==> config.mk <==
export PLATFORM = sky130hd
export DESIGN_NAME = strap_vote_reader
export DESIGN_NICKNAME = d
export VERILOG_FILES = /design/src/rtl/strap_vote_pkg.sv /design/src/rtl/strap_vote3.sv /design/src/rtl/strap_byte_gather.sv /design/src/rtl/strap_fetch_seq.sv /design/src/rtl/strap_vote_reader.sv
export SDC_FILE = /design/constraint.sdc
export NUM_CORES = 1
export LEC_CHECK = 0
export BUFFER_PORTS_ARGS = -buffer_cell sky130_fd_sc_hd__buf_4
export CORE_ASPECT_RATIO = 0.75
export CORE_UTILIZATION = 52
export CTS_CLUSTER_SIZE = 28
export DETAILED_ROUTE_END_ITERATION = 7
export HOLD_SLACK_MARGIN = 0.02
export PLACE_DENSITY = 0.83
export SLEW_MARGIN = 15
export SYNTH_ARGS = -nofsm -noshare
export SYNTH_HDL_FRONTEND = slang
export SYNTH_SLANG_ARGS = --single-unit
==> constraint.sdc <==
create_clock -name clk_i -period 1.7 [get_ports clk_i]
set_input_delay 0.255 -clock clk_i [delete_from_list [all_inputs] [get_ports clk_i]]
set_output_delay 0.255 -clock clk_i [all_outputs]
set_load 0.005 [all_outputs]
==> src/rtl/strap_vote_pkg.sv <==
package strap_vote_pkg;

  localparam int unsigned STRAP_COPIES = 3;

  typedef enum logic [2:0] {
    ST_IDLE,
    ST_ISSUE,
    ST_WAIT,
    ST_VOTE,
    ST_RESP
  } seq_state_e;

  typedef enum logic [1:0] {
    KIND_FETCH,
    KIND_WR_OK,
    KIND_ERROR
  } req_kind_e;

endpackage

==> src/rtl/strap_vote3.sv <==
module strap_vote3 #(
  parameter int unsigned W = 32
) (
  input  logic [W-1:0] a_i,
  input  logic [W-1:0] b_i,
  input  logic [W-1:0] c_i,
  output logic [W-1:0] y_o
);

  for (genvar i = 0; i < W; i++) begin : g_bit
    assign y_o[i] = (a_i[i] & b_i[i]) | (a_i[i] & c_i[i]) | (b_i[i] & c_i[i]);
  end

endmodule

==> src/rtl/strap_byte_gather.sv <==
module strap_byte_gather #(
  parameter int unsigned WORD_W = 32,
  parameter int unsigned COPIES = 3,
  localparam int unsigned BPW    = WORD_W / 8,
  localparam int unsigned NBYTES = COPIES * BPW,
  localparam int unsigned IDX_W  = $clog2(NBYTES)
) (
  input  logic                           clk_i,
  input  logic                           rst_ni,
  input  logic                           we_i,
  input  logic [IDX_W-1:0]               idx_i,
  input  logic [7:0]                     byte_i,
  output logic [COPIES-1:0][WORD_W-1:0]  copies_o
);

  logic [7:0] bytes_q [NBYTES];

  for (genvar g = 0; g < NBYTES; g++) begin : g_byte
    always_ff @(posedge clk_i or negedge rst_ni) begin
      if (!rst_ni) begin
        bytes_q[g] <= '0;
      end else if (we_i && (idx_i == IDX_W'(g))) begin
        bytes_q[g] <= byte_i;
      end
    end
  end

  // little-endian: lowest address feeds the lowest bits of each copy
  for (genvar k = 0; k < COPIES; k++) begin : g_copy
    for (genvar j = 0; j < BPW; j++) begin : g_lane
      assign copies_o[k][8*j +: 8] = bytes_q[k*BPW + j];
    end
  end

endmodule

==> src/rtl/strap_fetch_seq.sv <==
module strap_fetch_seq
  import strap_vote_pkg::*;
#(
  parameter int unsigned NBYTES    = 12,
  parameter int unsigned ARR_AW    = 10,
  parameter int unsigned BASE_ADDR = 0,
  localparam int unsigned IDX_W    = $clog2(NBYTES)
) (
  input  logic              clk_i,
  input  logic              rst_ni,
  input  logic              req_valid_i,
  input  req_kind_e         req_kind_i,
  output logic              req_ready_o,
  input  logic              rsp_ready_i,
  output logic              rsp_valid_o,
  output logic              arr_rd_o,
  output logic [ARR_AW-1:0] arr_addr_o,
  input  logic              arr_rvalid_i,
  output logic              byte_we_o,
  output logic [IDX_W-1:0]  byte_idx_o,
  output logic              vote_o,
  output logic              direct_o
);

  localparam logic [IDX_W-1:0] LAST_IDX = IDX_W'(NBYTES - 1);

  seq_state_e       state_q, state_d;
  logic [IDX_W-1:0] idx_q, idx_d;

  always_comb begin
    state_d = state_q;
    idx_d   = idx_q;
    unique case (state_q)
      ST_IDLE: begin
        if (req_valid_i) begin
          if (req_kind_i == KIND_FETCH) begin
            state_d = ST_ISSUE;
            idx_d   = '0;
          end else begin
            state_d = ST_RESP;
          end
        end
      end
      ST_ISSUE: state_d = ST_WAIT;
      ST_WAIT: begin
        if (arr_rvalid_i) begin
          if (idx_q == LAST_IDX) begin
            state_d = ST_VOTE;
          end else begin
            idx_d   = idx_q + 1'b1;
            state_d = ST_ISSUE;
          end
        end
      end
      ST_VOTE: state_d = ST_RESP;
      ST_RESP: if (rsp_ready_i) state_d = ST_IDLE;
      default: state_d = ST_IDLE;
    endcase
  end

  always_ff @(posedge clk_i or negedge rst_ni) begin
    if (!rst_ni) begin
      state_q <= ST_IDLE;
      idx_q   <= '0;
    end else begin
      state_q <= state_d;
      idx_q   <= idx_d;
    end
  end

  assign req_ready_o = (state_q == ST_IDLE);
  assign rsp_valid_o = (state_q == ST_RESP);
  assign arr_rd_o    = (state_q == ST_ISSUE);
  assign arr_addr_o  = ARR_AW'(BASE_ADDR) + ARR_AW'(idx_q);
  assign byte_we_o   = (state_q == ST_WAIT) && arr_rvalid_i;
  assign byte_idx_o  = idx_q;
  assign vote_o      = (state_q == ST_VOTE);
  assign direct_o    = (state_q == ST_IDLE) && req_valid_i && (req_kind_i != KIND_FETCH);

endmodule

==> src/rtl/strap_vote_reader.sv <==
module strap_vote_reader
  import strap_vote_pkg::*;
#(
  parameter int unsigned WORD_W    = 32,
  parameter int unsigned BUS_AW    = 12,
  parameter int unsigned STRAP_OFF = 'h10,
  parameter int unsigned ARR_AW    = 10,
  parameter int unsigned BASE_ADDR = 0,
  localparam int unsigned BE_W     = WORD_W / 8,
  localparam int unsigned NBYTES   = STRAP_COPIES * BE_W,
  localparam int unsigned IDX_W    = $clog2(NBYTES)
) (
  input  logic              clk_i,
  input  logic              rst_ni,
  input  logic              req_valid_i,
  output logic              req_ready_o,
  input  logic              req_write_i,
  input  logic [BUS_AW-1:0] req_addr_i,
  input  logic [BE_W-1:0]   req_be_i,
  output logic              rsp_valid_o,
  input  logic              rsp_ready_i,
  output logic [WORD_W-1:0] rsp_rdata_o,
  output logic              rsp_err_o,
  output logic              arr_rd_o,
  output logic [ARR_AW-1:0] arr_addr_o,
  input  logic [7:0]        arr_rdata_i,
  input  logic              arr_rvalid_i
);

  req_kind_e  kind;
  logic       hit, full;

  assign hit  = (req_addr_i == BUS_AW'(STRAP_OFF));
  assign full = &req_be_i;

  always_comb begin
    if (!hit || !full)    kind = KIND_ERROR;
    else if (req_write_i) kind = KIND_WR_OK;
    else                  kind = KIND_FETCH;
  end

  logic             byte_we, vote, direct;
  logic [IDX_W-1:0] byte_idx;

  strap_fetch_seq #(
    .NBYTES   (NBYTES),
    .ARR_AW   (ARR_AW),
    .BASE_ADDR(BASE_ADDR)
  ) u_seq (
    .clk_i       (clk_i),
    .rst_ni      (rst_ni),
    .req_valid_i (req_valid_i),
    .req_kind_i  (kind),
    .req_ready_o (req_ready_o),
    .rsp_ready_i (rsp_ready_i),
    .rsp_valid_o (rsp_valid_o),
    .arr_rd_o    (arr_rd_o),
    .arr_addr_o  (arr_addr_o),
    .arr_rvalid_i(arr_rvalid_i),
    .byte_we_o   (byte_we),
    .byte_idx_o  (byte_idx),
    .vote_o      (vote),
    .direct_o    (direct)
  );

  logic [STRAP_COPIES-1:0][WORD_W-1:0] copies;

  strap_byte_gather #(
    .WORD_W(WORD_W),
    .COPIES(STRAP_COPIES)
  ) u_gather (
    .clk_i   (clk_i),
    .rst_ni  (rst_ni),
    .we_i    (byte_we),
    .idx_i   (byte_idx),
    .byte_i  (arr_rdata_i),
    .copies_o(copies)
  );

  logic [WORD_W-1:0] voted;

  strap_vote3 #(.W(WORD_W)) u_vote (
    .a_i(copies[0]),
    .b_i(copies[1]),
    .c_i(copies[2]),
    .y_o(voted)
  );

  logic [WORD_W-1:0] rdata_q;
  logic              err_q;

  always_ff @(posedge clk_i or negedge rst_ni) begin
    if (!rst_ni) begin
      rdata_q <= '0;
      err_q   <= 1'b0;
    end else if (vote) begin
      rdata_q <= voted;
      err_q   <= 1'b0;
    end else if (direct) begin
      rdata_q <= '0;
      err_q   <= (kind == KIND_ERROR);
    end
  end

  assign rsp_rdata_o = rdata_q;
  assign rsp_err_o   = err_q;

endmodule

Word-level counts from Yosys, hierarchy flattened
Cells that the tools add are included.
{ "op_classes": {"n_addsub": 1, "n_eq_ne": 22, "n_mux": 17, "bitwise": 160, "n_reduce_logical": 27} }
{ "op_table": {"columns": ["cell", "n"], "rows": [
  ["$and A1 B1 Y1", 96],
  ["$mux W32", 2],
  ["$or A1 B1 Y1", 64],
  ["$eq A4 B3 Y1 const B", 4],
  ["$eq A4 B4 Y1 const B", 4],
  ["$mux W4", 4],
  ["$logic_and A1 B1 Y1", 15],
  ["$pmux W3 S5", 1],
  ["$eq A12 B5 Y1 const B", 1],
  ["$mux W3", 4],
  ["$eq A4 B2 Y1 const B", 2],
  ["$pmux W4 S2", 1],
  ["$eq A3 B2 Y1 const B", 2],
  ["$ne A2 B2 Y1 const B", 3],
  ["$reduce_bool A2 Y1", 3],
  ["$reduce_and A5 Y1", 1],
  ["$add A4 B1 Y4 const B", 1],
  ["$eq A4 B1 Y1 const B", 1],
  ["$logic_not A4 Y1", 1],
  ["$mux W2", 2],
  ["$ne A2 B1 Y1 const B", 2],
  ["$reduce_and A4 Y1", 1],
  ["$eq A3 B1 Y1 const B", 1],
  ["$eq A3 B3 Y1 const B", 1],
  ["7 further kinds", 10]
]} }
{ "word_totals": {"register_bits": 136, "input_bits": 30, "out_inout_bits": 46} }

Logic depth before layout (Yosys ltp)
{ "depth": {"ltp_word": 8, "depth_mapped": 6, "depth_no_buf": 5} }

Hierarchy
Synthesis repeated with hierarchy kept, for this count alone.
{ "unflattened": {"cells_unflattened": 397, "hier_area_um2": 5885.6} }
{ "by_module_without_submodules": {"columns": ["mod", "instances", "cells_per_inst", "area_each_um2", "seq_area_each_um2"], "rows": [
  ["strap_byte_gather", 1, 223, 3779.9, 2402.3],
  ["strap_vote_reader", 1, 82, 1218.7, 825.8],
  ["strap_fetch_seq", 1, 60, 526.8, 175.2],
  ["strap_vote3", 1, 32, 360.3, 0.0]
]} }

Worst setup path before layout
OpenSTA, ideal clock, no wires.
{ "synth_path": {"path_type": "register to register", "from": "reg u_seq.idx_q[0] (netlist: u_seq.byte_idx_o[0])", "to": "reg u_seq.idx_q[0] (netlist: u_seq.byte_idx_o[0])", "t_arrival_ps": 1537, "t_required_ps": 1569, "slack_ps": 32, "stages_incl_launch_ff": 6, "path_cell_list": "dfrtp_1 -> ha_1 -> and4b_1 -> or4_1 -> nor3_1 -> o21ai_0"} }
{ "synth_via": {"elab_chain_len": 4, "elab_cells_between_ends": 7, "classes_between": "1 x add/sub; 2 x eq/ne; 3 x mux; 1 x reduce/logical"} }
{ "synth_rtl": {"columns": ["element", "line", "source"], "rows": [
  ["from (decl)", "strap_fetch_seq.sv:28", "logic [IDX_W-1:0] idx_q, idx_d;"],
  ["from (signal assigned)", "strap_fetch_seq.sv:67", "idx_q <= idx_d;"],
  ["$add A4 B1 Y4", "strap_fetch_seq.sv:50", "idx_d = idx_q + 1'b1;"],
  ["$mux W4", "strap_fetch_seq.sv:47", "if (idx_q == LAST_IDX) begin"],
  ["$mux W4", "strap_fetch_seq.sv:46", "if (arr_rvalid_i) begin"],
  ["$pmux W4 S2", "strap_fetch_seq.sv:33", "unique case (state_q)"]
]} }
Several ways; a longest one is shown, not always the timed one. The select of a mux whose other input is x is not followed.
A chain may end at the register's enable or synchronous reset.

Worst setup path in the final report
{ "layout_path": {"from": "reg u_seq.state_q[0]", "to": "reg u_gather.bytes_q, in the netlist u_gather.copies_o[71]"} }
{ "layout_via": {"elab_chain_len": 3} }
{ "layout_rtl": {"columns": ["element", "line", "source"], "rows": [
  ["from (decl)", "strap_fetch_seq.sv:27", "seq_state_e state_q, state_d;"],
  ["from (signal assigned)", "strap_fetch_seq.sv:66", "state_q <= state_d;"],
  ["$eq A3 B2 Y1", "strap_fetch_seq.sv:75", "assign byte_we_o = (state_q == ST_WAIT) && arr_rvalid_i;"],
  ["$logic_and A1 B1 Y1", "strap_fetch_seq.sv:75", null],
  ["$logic_and A1 B1 Y1", "strap_byte_gather.sv:22", "end else if (we_i && (idx_i == IDX_W'(g))) begin"],
  ["to (signal, indexed assignment)", "strap_byte_gather.sv:23", "bytes_q[g] <= byte_i;"],
  ["to (decl)", "strap_byte_gather.sv:16", "logic [7:0] bytes_q [NBYTES];"]
]} }
No other way between the ends.

==> summary.txt <==
Synth
  • Post-Syn Instances: 451
  • Largest area contributor in the netlist: dfrtp_1
  • Syn_area_per_cell: roughly 13 µm²
  • Synth top area share: 58.9%
  • Synth warn: 0
  • Post-synthesis register bit count: between 100 and 150
  • Synth Cell Area: 5780 µm²
  • Post-synthesis sequential area ratio: 58.9%
  • Ranking of synthesized cells by area: dfrtp_1 59%, mux2_2 18%, o32ai_1 4.8%
  • Synth cell types: 38

Hold path
  • Hold path depth: 3
  • Hold WC Path Type: in2reg

Power and ir drop
  • Internal power: 5.44 mW
  • Logic pwr share: 7.3%
  • Static leakage: approximately 3.6 nW
  • Net switching component of the power: between 1.5 and 2 mW
  • PwrDens: 977 nW/µm²
  • Seq pwr share: 47.3%
  • Clock share of power: between 40 and 50%
  • Peak supply drop: 0.733 mV
  • Power Total: 7.00 mW
  • Switching Fraction: ~22%

Setup path
  • CP startpoint kind: register
  • Critical path type: reg2reg
  • Worst path arrival time: about 2 ns
  • FF-to-FF path depth: 4
  • Worst Path Required: 1.99 ns
  • CP max FO: 8
  • Worst setup EP type: register

Global route
  • Largest net degree at the start of global routing: 70
  • GRT overflow: 0
  • First-pass GRT wire length: 21,700 µm
  • Vias in the first global route: 4,271
  • Initial antenna violation count: 0
  • Total track usage: about a quarter

Finish
  • Layout net count: 577
  • Non-filler cells, final: a little under 700
  • Synth-to-Final Area Change: 24.0%
  • # diodes: 0
  • Post-route cell area: 7170 µm²
  • Fillers: 715
  • Layout cells sized above 1: between 40% and 50%

Drt
  • Post-DR vias/cell: 5.77
  • TritonRoute pass-1 iters: 4
  • Routed wire length: 13,400 µm
  • # DRC: 0
  • Via count: 3,984
  • Detail Route Antenna Nets: 0
  • Initial DRC count: 260
  • WL/cell: between 15 and 20 µm

Floorplan
  • I/O pin cnt: 76
  • Initial core utilization: 54.9%
  • Die ar.: 11,500 µm²
  • Die Height: approximately 93 µm
  • Core area: 10,500 µm²
  • Die X: 124 µm
  • Row count: 32

CTS
  • Worst-path clk slew: 0.05 ns
  • CTS root buf: clkbuf_16
  • CTS tree: built
  • Clk Latency, worst-skew pair: 0.41 ns
  • CTS sink count: 136
  • Max clock buf depth: 2
  • Clock buffers created by TritonCTS: 17
  • H-tree depth: 4

STA
  • Final setup fails: 10
  • Hold slack: 0.147 ns
  • Minimum clock period: 1.72 ns
  • Fmax: around 580 MHz
  • Hold Vio Cnt, Final: 0
  • Setup TNS: -0.122 ns
  • Worst setup margin: -0.0186 ns
  • Clk_skew: 0.00425 ns
  • Fin. max-slew vios: 0
  • Crit share post-route: 101%
  • RSZ-0062 raised after global routing: true

Place
  • Placed Cells: 654
  • Final HPWL DP: around 8500 µm
  • Post-DP Area: roughly 6500 µm²
  • GP Congestion: 0.870
  • Port-buffer cells: 69

Flow run
  • Max cap viols: 0

Status
  • Failing checks: setup timing
  • Status: complete, but fails checks
[sequential cells by signal (all words and copies together) (netlist names)]
name / cells
u_seq.byte_idx_o: 4
rsp_rdata_o: 32
u_seq.state_q: 3
u_gather.copies_o: 96
rsp_err_o: 1
[cells in the final DEF, fill, tap and decap left out, types with 5 or more instances in the layout]
cell type	n
nand2_2	5
buf_4	86
dfrtp_1	135
nand2_4	6
nor2_1	34
mux2_2	91
nand2_1	34
inv_1	8
a21oi_1	34
clkbuf_16	17
o32ai_1	32
clkbuf_1	6
conb_1	6
[stage by stage]
step | utilization, % | setup WS, ns
CTS | 67.5 | -0.0154
global placement | 62.0 | 0.0240
global route | 68.1 | -0.0481
finish | 68.1 | -0.0186
floorplan | - | 0.0315
detailed placement | 62.0 | -0.0228
[metal layers]
metal  part of all wire, %  vias to the layer above  global-route usage [%]  wire length [µm]
met4                   2.5                        0                    11.6               335
met3                   5.9                       35                    6.71               785
met1                    41                     2018                    32.4              5430
met5                     0                        -                       0                 0
met2                    51                      122                    42.1              6810
li1                      -                     1809                       -                 -
[path summary, 6_finish.rpt]
path                            slack [ns]             startpoint               endpoint
worst min register to register        0.51  u_gather.copies_o[37]  u_gather.copies_o[37]
worst max-delay path                 -0.02       u_seq.state_q[0]  u_gather.copies_o[71]
min in group asynchronous             0.40                 rst_ni  u_gather.copies_o[17]
worst min-delay path                  0.15            rsp_ready_i       u_seq.state_q[2]
worst max register to register       -0.02       u_seq.state_q[0]  u_gather.copies_o[71]
max in group asynchronous             0.97                 rst_ni  u_gather.copies_o[95]
[power groups by stage]
stage,Sequential [mW],Combinational [mW],Clock [mW]
CTS,3.31,0.494,3.22
finish,3.32,0.514,3.17
detailed placement,3.37,0.481,0
global route,3.32,0.561,3.37
global placement,3.37,0.466,0
floorplan,3.38,0.190,0
[synth_stat cells]
cell type  count
o211a_1        1
mux2_2        91
nor3b_1        2
o32ai_1       32
nor4_1         2
nor3_4         3
nor3_1         2
mux2i_1        1
o21ai_0        3
mux2_4         1
buf_6          1
o22ai_1        1
nand2b_1       3
nand4bb_4      1
nand3_1        1
a311oi_1       1
nand3b_1       2
conb_1         1
nor2_2         1
nand2_2       11
nand2_1       34
mux2_1         4
a32oi_1        2
a211o_1        1
and4_1         1
nor2_1        34
clkbuf_1      15
a21oi_1       34
and4b_1        1
dfrtp_1      136
or4_1          3
ha_1           4
o211ai_1       1
inv_1          8
nor4b_1        1
buf_2          3
buf_4          7
nand4_1        1
[what timing repair did]
item,4_1_cts,5_1_grt
setup buffers,4,1
endpoints found under the setup margin,19,87
resized for setup,5,13
pin swaps,2,5
hold endpoints to repair,136,0
hold buffers,1,0
cloned,0,0
[kinds of logic after synthesis]
logic type	after synthesis	share of synthesized area [%]
buffers and inverters	34	2.86
adders and majority gates	4	0.866
muxes	97	18.9
other	1	0.0649
DFF	136	58.9
AOI/OAI and AO/OA	76	9.07
and+or+nand+nor	103	9.33
[final cells by class]
type | count | area, µm² | area share, %
multi-input cells | 286 | 2290 | 32.0
clock inverters | 4 | 20.0 | 0.279
repair buffers | 94 | 761 | 10.6
clock buffers | 26 | 489 | 6.83
well taps | 136 | 170 | 2.37
flip-flops and latches | 136 | 3400 | 47.5
inverters | 8 | 30.0 | 0.419
[critical path, cell delays in order (launching register included)]
cell and delay (ns):
dfrtp_1 0.39, nand4bb_4 0.32, nor3_4 0.32, nand2_2 0.24
mux2_2 0.33
No activity file was read; power rests on OpenSTA's default activity.
